===== config.mk =====
export PLATFORM = sky130hd
export DESIGN_NAME = itcfg_bank
export DESIGN_NICKNAME = d
export VERILOG_FILES = /design/src/rtl/itcfg_pkg.sv /design/src/rtl/itcfg_decode.sv /design/src/rtl/itcfg_group.sv /design/src/rtl/itcfg_ctrl.sv /design/src/rtl/itcfg_bank.sv
export SDC_FILE = /design/constraint.sdc
export NUM_CORES = 1
export LEC_CHECK = 0
export BUFFER_PORTS_ARGS = -buffer_cell sky130_fd_sc_hd__buf_2
export CAP_MARGIN = 20
export CORE_MARGIN = 4
export CORE_UTILIZATION = 45
export DETAILED_ROUTE_END_ITERATION = 10
export HOLD_SLACK_MARGIN = 0.02
export PLACE_DENSITY = 0.65
export SLEW_MARGIN = 15
export SYNTH_ARGS = -nofsm -noshare
export SYNTH_HDL_FRONTEND = slang
export SYNTH_SLANG_ARGS = --single-unit

===== constraint.sdc =====
create_clock -name clk -period 2.6 [get_ports clk]
set_input_delay 0.26 -clock clk [delete_from_list [all_inputs] [get_ports clk]]
set_output_delay 0.26 -clock clk [all_outputs]
set_load 0.01 [all_outputs]

===== src/rtl/itcfg_pkg.sv =====
`timescale 1ns/1ps
package itcfg_pkg;

    localparam logic [11:0] WIN_LO = 12'hC00;
    localparam logic [11:0] WIN_HI = 12'hF00;
    localparam int unsigned REV_LEGACY = 0;
    localparam int unsigned IDS_PER_BYTE = 4;
    localparam logic [7:0] TRIG_MASK = 8'hAA;

    typedef enum logic [2:0] {
        ST_IDLE   = 3'd0,
        ST_RD_OK  = 3'd1,
        ST_RD_BAD = 3'd2,
        ST_WR_OK  = 3'd3,
        ST_WR_BAD = 3'd4
    } itcfg_state_e;

endpackage


===== src/rtl/itcfg_decode.sv =====
`timescale 1ns/1ps
module itcfg_decode #(
    parameter int unsigned NUM_IRQ  = 64,
    parameter int unsigned BASE_IRQ = 0,
    parameter int unsigned GRP_W    = 4
) (
    input  logic [11:0]      offset,
    output logic             in_win,
    output logic             bad,
    output logic [GRP_W-1:0] grp
);
    import itcfg_pkg::*;

    logic [11:0] rel;
    logic [31:0] first_irq;

    always_comb begin
        in_win    = (offset >= WIN_LO) && (offset < WIN_HI);
        rel       = offset - WIN_LO;
        first_irq = (32'(rel) * 32'(IDS_PER_BYTE)) + 32'(BASE_IRQ);
        bad       = in_win && (first_irq >= 32'(NUM_IRQ));
        grp       = first_irq[GRP_W+1:2];
    end

endmodule


===== src/rtl/itcfg_group.sv =====
`timescale 1ns/1ps
module itcfg_group #(
    parameter int unsigned FIRST_ID = 0,
    parameter int unsigned NUM_SGI  = 16,
    parameter bit          LEGACY   = 1'b1
) (
    input  logic       clk,
    input  logic       rst_n,
    input  logic       wr_en,
    input  logic [7:0] wdata,
    output logic [3:0] edge_o,
    output logic [7:0] rdata
);
    logic [3:0] model_q;

    for (genvar i = 0; i < 4; i++) begin : g_field
        localparam bit IS_SGI = (FIRST_ID + i) < NUM_SGI;
        logic wbit_edge;

        assign wbit_edge = IS_SGI ? 1'b1 : wdata[2*i+1];

        always_ff @(posedge clk or negedge rst_n) begin
            if (!rst_n) begin
                edge_o[i] <= IS_SGI;
            end else if (wr_en) begin
                edge_o[i] <= wbit_edge;
            end
        end

        if (LEGACY) begin : g_model
            always_ff @(posedge clk or negedge rst_n) begin
                if (!rst_n) begin
                    model_q[i] <= 1'b0;
                end else if (wr_en) begin
                    model_q[i] <= wdata[2*i];
                end
            end
        end else begin : g_nomodel
            assign model_q[i] = 1'b0;
        end

        assign rdata[2*i+1] = edge_o[i];
        assign rdata[2*i]   = model_q[i];
    end

endmodule


===== src/rtl/itcfg_ctrl.sv =====
`timescale 1ns/1ps
module itcfg_ctrl (
    input  logic       clk,
    input  logic       rst_n,
    input  logic       req_valid,
    input  logic       req_write,
    input  logic       in_win,
    input  logic       bad,
    input  logic [7:0] rd_mux,
    output logic       wr_en,
    output logic       rsp_rd_valid,
    output logic [7:0] rsp_rd_data,
    output logic       rsp_bad
);
    import itcfg_pkg::*;

    itcfg_state_e state_q, state_d;
    logic [7:0]   rd_hold;
    logic         claim;

    assign claim = req_valid && in_win;
    assign wr_en = claim && req_write && !bad;

    always_comb begin
        state_d = ST_IDLE;
        if (claim) begin
            unique case ({req_write, bad})
                2'b00:   state_d = ST_RD_OK;
                2'b01:   state_d = ST_RD_BAD;
                2'b10:   state_d = ST_WR_OK;
                default: state_d = ST_WR_BAD;
            endcase
        end
    end

    always_ff @(posedge clk or negedge rst_n) begin
        if (!rst_n) begin
            state_q <= ST_IDLE;
        end else begin
            state_q <= state_d;
        end
    end

    always_ff @(posedge clk or negedge rst_n) begin
        if (!rst_n) begin
            rd_hold <= 8'h00;
        end else if (claim && !req_write && !bad) begin
            rd_hold <= rd_mux;
        end
    end

    always_comb begin
        rsp_rd_valid = 1'b0;
        rsp_rd_data  = 8'h00;
        rsp_bad      = 1'b0;
        unique case (state_q)
            ST_IDLE: begin
            end
            ST_RD_OK: begin
                rsp_rd_valid = 1'b1;
                rsp_rd_data  = rd_hold;
            end
            ST_RD_BAD: begin
                rsp_rd_valid = 1'b1;
                rsp_bad      = 1'b1;
            end
            ST_WR_OK: begin
            end
            ST_WR_BAD: begin
                rsp_bad = 1'b1;
            end
            default: begin
            end
        endcase
    end

endmodule


===== src/rtl/itcfg_bank.sv =====
`timescale 1ns/1ps
module itcfg_bank #(
    parameter int unsigned NUM_IRQ  = 64,
    parameter int unsigned NUM_SGI  = 16,
    parameter int unsigned BASE_IRQ = 0,
    parameter int unsigned REVISION = 0
) (
    input  logic               clk,
    input  logic               rst_n,
    input  logic               req_valid,
    input  logic               req_write,
    input  logic [11:0]        req_offset,
    input  logic [7:0]         req_wdata,
    output logic               rsp_rd_valid,
    output logic [7:0]         rsp_rd_data,
    output logic               rsp_bad,
    output logic [NUM_IRQ-1:0] edge_mode
);
    import itcfg_pkg::*;

    localparam int unsigned NUM_GRP = NUM_IRQ / IDS_PER_BYTE;
    localparam int unsigned GRP_W   = (NUM_GRP > 1) ? $clog2(NUM_GRP) : 1;
    localparam bit          LEGACY  = (REVISION == REV_LEGACY);

    logic             in_win;
    logic             bad;
    logic [GRP_W-1:0] grp;
    logic             wr_en;
    logic [7:0]       grp_rdata [NUM_GRP];
    logic [7:0]       rd_mux;
    logic [7:0]       wdata_eff;

    itcfg_decode #(
        .NUM_IRQ (NUM_IRQ),
        .BASE_IRQ(BASE_IRQ),
        .GRP_W   (GRP_W)
    ) u_decode (
        .offset(req_offset),
        .in_win(in_win),
        .bad   (bad),
        .grp   (grp)
    );

    itcfg_ctrl u_ctrl (
        .clk         (clk),
        .rst_n       (rst_n),
        .req_valid   (req_valid),
        .req_write   (req_write),
        .in_win      (in_win),
        .bad         (bad),
        .rd_mux      (rd_mux),
        .wr_en       (wr_en),
        .rsp_rd_valid(rsp_rd_valid),
        .rsp_rd_data (rsp_rd_data),
        .rsp_bad     (rsp_bad)
    );

    assign wdata_eff = req_wdata;

    for (genvar g = 0; g < NUM_GRP; g++) begin : g_grp
        logic sel;
        assign sel = wr_en && (grp == GRP_W'(g));

        itcfg_group #(
            .FIRST_ID(g * IDS_PER_BYTE),
            .NUM_SGI (NUM_SGI),
            .LEGACY  (LEGACY)
        ) u_group (
            .clk   (clk),
            .rst_n (rst_n),
            .wr_en (sel),
            .wdata (wdata_eff),
            .edge_o(edge_mode[g*4 +: 4]),
            .rdata (grp_rdata[g])
        );
    end

    always_comb begin
        rd_mux = 8'h00;
        for (int g = 0; g < NUM_GRP; g++) begin
            if (grp == GRP_W'(g)) begin
                rd_mux = grp_rdata[g];
            end
        end
    end

endmodule


=== Yosys cells after proc, flatten, opt, wreduce, memory -nomap -nowiden ===
Index checks and enable logic that the tools add are counted.

* Flip-flop bits (word level): 123
* Input port bits: 24
* Output and inout bits: 74
* Word-level logic and storage cells: 188

* $add $sub $neg: 1
* $lt $le $gt $ge: 3
* Equal/unequal tests: 20
* Mux-type cells: 21
* Reductions and logical operators: 29

{| class="wikitable"
|+ Operators by type and width
! operator !! number
|-
| two-way mux 8 bit || 17
|-
| equality test 4 bit (second input constant) || 8
|-
| logical AND 1 bit || 23
|-
| equality test 4 x 3 -> 1 bit (second input constant) || 4
|-
| >= comparator 14 x 7 -> 1 bit (second input constant) || 1
|-
| >= comparator 12 bit (second input constant) || 1
|-
| less-than comparator 12 bit (second input constant) || 1
|-
| subtractor 12 bit (second input constant) || 1
|-
| case mux 3 bit (3 select lines) || 1
|-
| equality test 4 x 2 -> 1 bit (second input constant) || 2
|-
| equality test 4 x 1 -> 1 bit (second input constant) || 1
|-
| zero test 4 bit || 1
|-
| OR reduction 2 bit || 2
|-
| equality test 3 x 1 -> 1 bit (second input constant) || 1
|-
| equality test 3 x 2 -> 1 bit (second input constant) || 1
|-
| equality test 3 bit (second input constant) || 1
|-
| two-way mux 3 bit || 1
|-
| equality test 2 x 1 -> 1 bit (second input constant) || 1
|-
| equality test 2 bit (second input constant) || 1
|-
| zero test 1 bit || 2
|-
| zero test 2 bit || 1
|-
| two-way mux 1 bit || 2
|}

=== Longest topological paths before layout ===
Gate-level depths: netlist of run 1.

* Depth after elaboration: 18
* Gate-level depth with buffers: 8
* Mapped depth without buffers: 6

=== Modules after synthesis ===
From an unflattened synthesis of run 1, not the netlist that was laid out.

* Cells, all modules: 535
* Area, all modules: 7155.6 µm²

{| class="wikitable"
|+ Modules (own cells, without submodules)
! module !! instances !! cells an instance !! area each (µm²) !! sequential area each (µm²)
|-
| itcfg_group (g_grp[10].u_group ...) || 12 || 21 || 361.6 || 200.2
|-
| itcfg_bank || 1 || 160 || 1328.8 || 0.0
|-
| itcfg_group (g_grp[0].u_group ...) || 4 || 17 || 209.0 || 100.1
|-
| itcfg_ctrl || 1 || 45 || 581.8 || 275.3
|-
| itcfg_decode || 1 || 10 || 70.1 || 0.0
|}

=== Least setup slack after synthesis of run 1 ===
OpenSTA, ideal clock, no wires.

* Path type: input to register
* From: input req_offset[6]
* To: register g_grp[3].u_group.model_q[0]
* Setup time: 0.125 ns
* Data arrival time: 1.962 ns
* Data required time: 2.475 ns
* Path slack: 0.513 ns
* Stages on the path: 5
* Path buffers: 0
* Cells stage by stage: or4_4 nor3_4 nand3_1 nor3_1 mux2_2

* Word-level cells in the longest chain between the ends: 6
* Elaborated cells on any way between the ends: 11
* Classes of those cells: add/sub (1); order compare (3); reduce/logical (7)

{| class="wikitable"
|+ Ends and longest elaborated chain
! element !! RTL line !! source
|-
| from (decl) || itcfg_bank.sv:12 || <nowiki>input logic [11:0] req_offset,</nowiki>
|-
| subtractor 12 bit (tied with other cells) || itcfg_decode.sv:19 || <nowiki>rel = offset - WIN_LO;</nowiki>
|-
| >= comparator 14 x 7 -> 1 bit / logical AND 1 bit (equally long branches) || itcfg_decode.sv:21, itcfg_decode.sv:18 ||
|-
| logical AND 1 bit, on equally long branches || itcfg_decode.sv:21, itcfg_ctrl.sv:21 ||
|-
| zero test 1 bit / logical AND 1 bit (equally long branches) || itcfg_ctrl.sv:22 || <nowiki>assign wr_en = claim && req_write && !bad;</nowiki>
|-
| logical AND 1 bit * || itcfg_ctrl.sv:22 ||
|-
| logical AND 1 bit * || itcfg_bank.sv:62 || <nowiki>assign sel = wr_en && (grp == GRP_W'(g));</nowiki>
|-
| to (signal, indexed assignment) || itcfg_group.sv:35 || <nowiki>model_q[i] <= wdata[2*i];</nowiki>
|-
| to (decl) || itcfg_group.sv:14 || <nowiki>logic [3:0] model_q;</nowiki>
|}

Every way passes the cells marked *; elsewhere a longest branch is shown, timed or not.
A chain may end at the register's enable or synchronous reset.

=== Final worst setup path of run 1 ===
* From: input req_offset[6]
* To: register g_grp[13].u_group.model_q[0]

* Word-level cells in the longest chain between the ends: 6
* Elaborated cells on any way between the ends: 11
* Classes of those cells: add/sub (1); order compare (3); reduce/logical (7)

{| class="wikitable"
|+ Ends and longest elaborated chain
! element !! RTL line
|-
| subtractor 12 bit (tied with other cells) || itcfg_decode.sv:19
|-
| >= comparator 14 x 7 -> 1 bit / logical AND 1 bit (equally long branches) || itcfg_decode.sv:21, itcfg_decode.sv:18
|-
| logical AND 1 bit, on equally long branches || itcfg_decode.sv:21, itcfg_ctrl.sv:21
|-
| zero test 1 bit / logical AND 1 bit (equally long branches) || itcfg_ctrl.sv:22
|-
| logical AND 1 bit * || itcfg_ctrl.sv:22
|-
| logical AND 1 bit * || itcfg_bank.sv:62
|-
| to (signal, indexed assignment) || itcfg_group.sv:35
|-
| to (decl) || itcfg_group.sv:14
|}

Marks and branches as above.

==> results of run 1 <==
cells in the mapped netlist, types with 4 or more instances:
library cell	count
and2_1	13
mux2_2	118
and3b_1	6
inv_1	6
nor3b_1	4
buf_4	64
nand2b_1	10
buf_1	8
a21oi_1	14
mux2i_1	8
nand4_1	5
mux4_2	9
nor3_1	7
dfrtp_1	123
o21ai_0	16
clkbuf_1	22
nor2_1	23
nand3_1	7
nor2_2	12
o22ai_1	4
a31oi_1	6
nor2b_1	4
nand2_1	18
worst paths after layout:
path | from | end | slack, ns | depth (start not counted)
max | req_offset[6] | g_grp[13].u_group.rdata[0] | 0.55 | 6
max in group asynchronous | rst_n | g_grp[13].u_group.edge_o[1] | 1.60 | 3
min reg2reg | u_ctrl.rd_hold[1] | u_ctrl.rd_hold[1] | 0.47 | 2
min in group asynchronous | rst_n | g_grp[4].u_group.edge_o[3] | 0.28 | 2
min | req_wdata[5] | g_grp[14].u_group.edge_o[2] | 0.26 | 2
max reg2reg | g_grp[15].u_group.edge_o[1] | u_ctrl.rd_hold[3] | 0.88 | 5
power by group:
| group | switching [µW] | internal (µW) |
|---|---|---|
| combinational | 205 | 87.0 |
| clock | 810 | 1590 |
| sequential | 4.43 | 1920 |
| total | 1020 | 3600 |
layout make-up:
type                       count  area [µm²]  share of cell area
multi-input combinational    350        2909              0.3874
clock inverter                 8       115.1             0.01533
inverter                       7       26.28            0.003499
sequential                   123        3078              0.4099
timing repair buffer         112       668.1             0.08897
tap                          180       225.2             0.02999
clock buffer                  23       488.0             0.06498
registers in the layout, indices dropped and copies added, names as in the netlist:
name and flops:
g_grp.u_group.rdata 64, g_grp.u_group.edge_o 48, u_ctrl.rd_hold 8, u_ctrl.state_q 3
per-stage QoR:
stage          hold WS [ns]  utilization
2_1_floorplan      -0.03559            -
3_3_place_gp         0.1795       0.4893
3_5_place_dp         0.1887       0.4893
4_1_cts              0.2581       0.5328
5_1_grt              0.2843       0.5328
6_report             0.2648       0.5328
cell families (layout without fill, tap and decap cells):
| family | after synthesis | count (layout) |
|---|---|---|
| AO/OA/AOI/OAI | 69 | 69 |
| XOR/XNOR | 2 | 2 |
| adder cells (fa/ha/maj) | 3 | 3 |
| buffers and inverters | 104 | 150 |
| flip-flops | 123 | 123 |
| multiplexers | 135 | 135 |
| other | 1 | 16 |
| AND/OR/NAND/NOR | 125 | 125 |
per-layer routing:
metal  global-route usage  vias to the layer above
li1                     -                     2047
met1               0.2728                     2272
met2               0.3238                      172
met3              0.05895                       19
met4              0.04880                        0
met5                    0                        -
==> metrics.yaml, run 1 <==
drt:
  drt_wl_total_mm: 16.14
  via_count: 4510
  dr.max_layer_used: "met4"
  dr.pass1.iters: 6
  ant_nets: 0
  initialDrtViolationCount: 343
  routed_via_density: 5.616
  met2WireLength_mm: 7.655
  drc: 0
  dr_wl_met3_mm: 1.195
  drt-met1-wl_mm: 7.033
  wl_per_cell_um: 20.10
power_and_ir_drop:
  p_total_uw: 4624
  powerDensity_nw_per_um2: 615.7
  ir_drop_uv: 557.6
  p_leak_uw: 0.003816
finish:
  final_cell_area_um2: 7510
  layout_common_cells: "dfrtp_1, mux2_2, buf_2, buf_4, nor2_1"
  area_growth_pct: 14.39
  layout.nets: 638
  layout.cells.non_filler: 803
  layout_commonest_cell: "dfrtp_1"
  drive_above_1_share: 0.4575
  diodes: 0
  fill_cells: 1258
synth:
  synthDistinctLibCells: 60
  synth_compound_area_frac: 0.07052
  yosys_warnings: 0
  synthMuxAreaShare: 0.2455
  yosys.area_share.simple: 0.1096
  synthArstFlopShare: 1.000
  synthTopCellsByArea: "dfrtp_1, mux2_2, buf_4, mux4_2, nor2_1"
  avgSynthCellArea_um2: 11.68
  synth_xor_area_frac: 0.002668
  synth_edf_count: 0
  yosys.area.top_type: "dfrtp_1"
  seq_area_frac_synth: 0.4688
  syn_area_um2: 6565
  synth_adder_area_share: 0.005718
  syn_inst: 562
  ys.flop_type: "dfrtp_1"
  synth_top_family_by_area: "multiplexers"
  synth_seq_cells: 123
  netlist.area_leader.share: 0.4688
floorplanning:
  ios: 98
  dieArea_um2: 16590
  start_util: 0.4657
  row_count: 43
  die_h_um: 128.8
  die_w_um: 128.8
  core_area_um2: 14100
sta:
  finalHoldViolations: 0
  fin_ws_ns: 0.5455
  setup_viol: 0
  worst_pin_slew_ns: 0.6019
  max_freq_ghz: 0.4867
  skew_ns: 0.008005
  slew_headroom: 0.5978
  timing.final.crit_share: 0.7902
  setup_tns_ns: 0
  slew_viol_final: 0
  min_period_ns: 2.055
  rsz0062_at_grt: "false"
clock_network:
  clkLatencyLatePin_ns: 0.42
  post_cts_buffers: 0
  cts-root-buf: "clkbuf_16"
  h-tree-depth: 4
  cts_tree: "done"
  cts_made_buffers: 17
  postCtsResizedCells: 0
  cts.clk_slew.worst_paths_ns: 0.05
  ctsHoldBuffers: 1
  clock-sinks: 123
  cts.path.max_buffers: 2
setup_path:
  crit_type: "in -> reg"
  crit_path_start_kind: "input pin"
  cp_cell_sequence: "buf_2 > or4_4 > nor3_4 > nand4_1 > nor2_2 > mux2_2"
  crit_arrival_ns: 2.35
  cpPeakStageDelay_ns: 0.54
  cpLargestDelayFamily: "simple AND/OR/NAND/NOR gates"
  required_ns: 2.89
  cp_max_fo: 8
  worst_setup_path_end_kind: "flip-flop"
  crit_buf_inv: 1
  crit_slowest_cell: "or4_4"
global_route:
  grt_usage: 0.2023
  grt-ovfl-total: 0
  grt_pass1_wl_mm: 25.78
  antenna_found_initial: 0
  grt_pass1_vias: 4582
  grt_max_degree: 78
job:
  maxCapViolations: 0
placed_design:
  dp_hpwl_mm: 11.42
  post-place-ws_ns: 0.1227
  dpl-instance-area_um2: 6897
  routabilityCongestion: 0.8618
  dp_cells: 771
  port_buffers: 81
worst_hold_path:
  hold_class: "in -> reg"
run_status:
  status: "complete, no violations"
No activity file was read; power rests on OpenSTA's default activity.
==> run 2: changes to the inputs <==
==> constraint.sdc (replaced) <==
create_clock -name clk -period 1.9 [get_ports clk]
set_input_delay 0.19 -clock clk [delete_from_list [all_inputs] [get_ports clk]]
set_output_delay 0.19 -clock clk [all_outputs]
set_load 0.01 [all_outputs]
==> run 2 against run 1 <==
  * Die area stayed put
  * Cell count is 4.4% higher
  * Sequential cell count stayed put
  * Combinational power is 54% higher
  * Global-route usage is 2.0 points higher
  * Via count is 5.5% higher
  * Highest routed layer unchanged
==> metrics.yaml, run 2 (synthesis results as in run 1) <==
setup_path:
  crit_path_start_kind: "flip-flop"  # was input pin
  cp_max_fo: 4  # was 8
  required_ns: 2.19  # was 2.89 ns
  crit_arrival_ns: 2.11  # was 2.35 ns
  r2r_slack_ns: 0.08  # was 0.88 ns
  cpLargestDelayFamily: "simple AND/OR/NAND/NOR gates"  # unchanged
  worst_setup_path_end_kind: "flip-flop"  # unchanged
  cpPeakStageDelay_ns: 0.49  # was 0.54 ns
  crit_buf_inv: 0  # was 1
  crit_type: "reg -> reg"  # was in -> reg
  crit_slowest_cell: "mux4_2"  # was or4_4
  cp_cell_sequence: "mux4_2 > nand2_1 > nand4_1 > nor4_1 > a211oi_1"  # was buf_2 > or4_4 > nor3_4 > nand4_1 > nor2_2 > mux2_2
floorplanning:
  dieArea_um2: 16590  # unchanged
  die_w_um: 128.8  # unchanged
  start_util: 0.4657  # unchanged
  row_count: 43  # unchanged
  core_area_um2: 14100  # unchanged
  die_h_um: 128.8  # unchanged
  ios: 98  # unchanged
sta:
  whs_ns: 0.1530  # was 0.2648 ns
  setup_viol: 0  # unchanged
  min_period_ns: 1.820
  slew_viol_final: 0  # unchanged
  timing.final.crit_share: 0.9580
  fin_ws_ns: 0.07979  # was 0.5455 ns
  skew_ns: 0.005002  # was 0.008005 ns
  rsz0062_at_grt: "false"  # unchanged
  max_freq_ghz: 0.5494
  finalHoldViolations: 0  # unchanged
  setup_tns_ns: 0  # unchanged
clock_network:
  cts.clk_slew.worst_paths_ns: 0.06  # was 0.05 ns
  h-tree-depth: 4  # unchanged
  cts-root-buf: "clkbuf_16"  # unchanged
  clkLatencyLatePin_ns: 0.42  # about the same
  clock-sinks: 123  # unchanged
  cts_tree: "done"  # unchanged
  post_cts_buffers: 0  # unchanged
  cts_made_buffers: 17  # unchanged
  cts.path.max_buffers: 2  # unchanged
global_route:
  use_met2: 0.3482  # was 0.3238
  grt_usage: 0.2222  # was 0.2023
  grt-ovfl-total: 0  # unchanged
  antenna_found_initial: 0  # unchanged
  met1_usage: 0.3123  # was 0.2728
  gr-max-usage-layer: "met2"  # unchanged
  grt_pass1_vias: 4867  # was 4582
  grt_pass1_wl_mm: 27.99  # was 25.78 mm
  met3_usage: 0.04940  # was 0.05895
  grt_max_degree: 55  # was 78
placed_design:
  dp_cells: 806  # was 771
  dpl-instance-area_um2: 7318  # was 6897 µm²
  dp_hpwl_mm: 12.58  # was 11.42 mm
  routabilityCongestion: 0.8704  # was 0.8618
  post-place-ws_ns: -0.2643  # was 0.1227 ns
  port_buffers: 81  # unchanged
finish:
  layout.nets: 673  # was 638
  diodes: 0  # unchanged
  layout.cells.non_filler: 838  # was 803
  layout_common_cells: "dfrtp_1, mux2_2, buf_2, buf_4, nor2_1"  # unchanged
  largest_reg_flops: 64  # unchanged
  area_growth_pct: 20.07  # was 14.39%
  final_cell_area_um2: 7883  # was 7510 µm²
  drive_above_1_share: 0.4894  # was 0.4575
  layout_commonest_cell: "dfrtp_1"  # unchanged
power_and_ir_drop:
  ir_drop_uv: 657.8  # was 557.6 µV
  p_leak_uw: 0.003982  # was 0.003816 µW
  powerDensity_nw_per_um2: 775.8  # was 615.7 nW/µm²
drt:
  routed_via_density: 5.675  # was 5.616
  drc: 0  # unchanged
  dr.pass1.iters: 5  # was 6
  ant_nets: 0  # unchanged
  initialDrtViolationCount: 366  # was 343
  drt_wl_total_mm: 17.61  # was 16.14 mm
  via_count: 4756  # was 4510
  wl_per_cell_um: 21.02  # was 20.10 µm
worst_hold_path:
  hold_class: "in -> async"  # was in -> reg
run_status:
  status: "complete, no violations"  # unchanged
job:
  maxCapViolations: 0  # unchanged
## run 2: cell count changes in the layout (fill, tap and decap cells not counted), sizes merged
cell      previous run  this run
buf                111       146
clkinvlp             0         4
clkbuf              23        20
bufinv               3         1
clkinv               6         7
## run 2: worst paths after layout
| check | from | end | depth (start not counted) |
|---|---|---|---|
| worst min register to register | u_ctrl.rd_hold[5] | u_ctrl.rd_hold[5] | 2 |
| max in group asynchronous | rst_n | g_grp[1].u_group.rdata[2] | 3 |
| worst max register to register | g_grp[15].u_group.edge_o[1] | u_ctrl.rd_hold[3] | 5 |
| worst min-delay path | rst_n | g_grp[15].u_group.rdata[0] | 2 |
| worst max-delay path | g_grp[15].u_group.edge_o[1] | u_ctrl.rd_hold[3] | 5 |
| min in group clk | req_wdata[3] | g_grp[4].u_group.edge_o[1] | 2 |
## run 2: layer usage
| layer | share of wire | vias up | routed length [µm] |
|---|---|---|---|
| met5 | 0 | - | 0 |
| met4 | 0.012 | 0 | 206 |
| met3 | 0.074 | 19 | 1310 |
| met2 | 0.48 | 202 | 8373 |
| met1 | 0.44 | 2434 | 7723 |
| li1 | - | 2101 | - |
## run 2: timing repair
item,CTS,global route
gates resized for setup,0,0
hold buffers,1,0
hold endpoints to repair,123,0
endpoints found under the setup margin,0,0
## run 2: final cells by class
cell class	instances	area, µm²
Clock buffer	20	456.7
Clock inverter	11	97.59
Fill cell	1187	6213
Inverter	7	26.28
Multi-Input combinational cell	350	2930
Sequential cell	123	3078
Tap cell	180	225.2
Timing Repair Buffer	147	1069
## run 2: power by group
part / switching (µW) / leakage (µW) / internal, µW / total (µW)
clock: 1180 / 0.000264 / 1850 / 3030
sequential: 6.56 / 0.00172 / 2630 / 2640
combinational: 299 / 0.00200 / 149 / 449
## run 2: stage by stage
stage,total power (µW),utilization
global placement,3122,0.5192
CTS,6152,0.5592
floorplan,2916,-
global route,6332,0.5592
detailed placement,3126,0.5192
finish,6115,0.5592
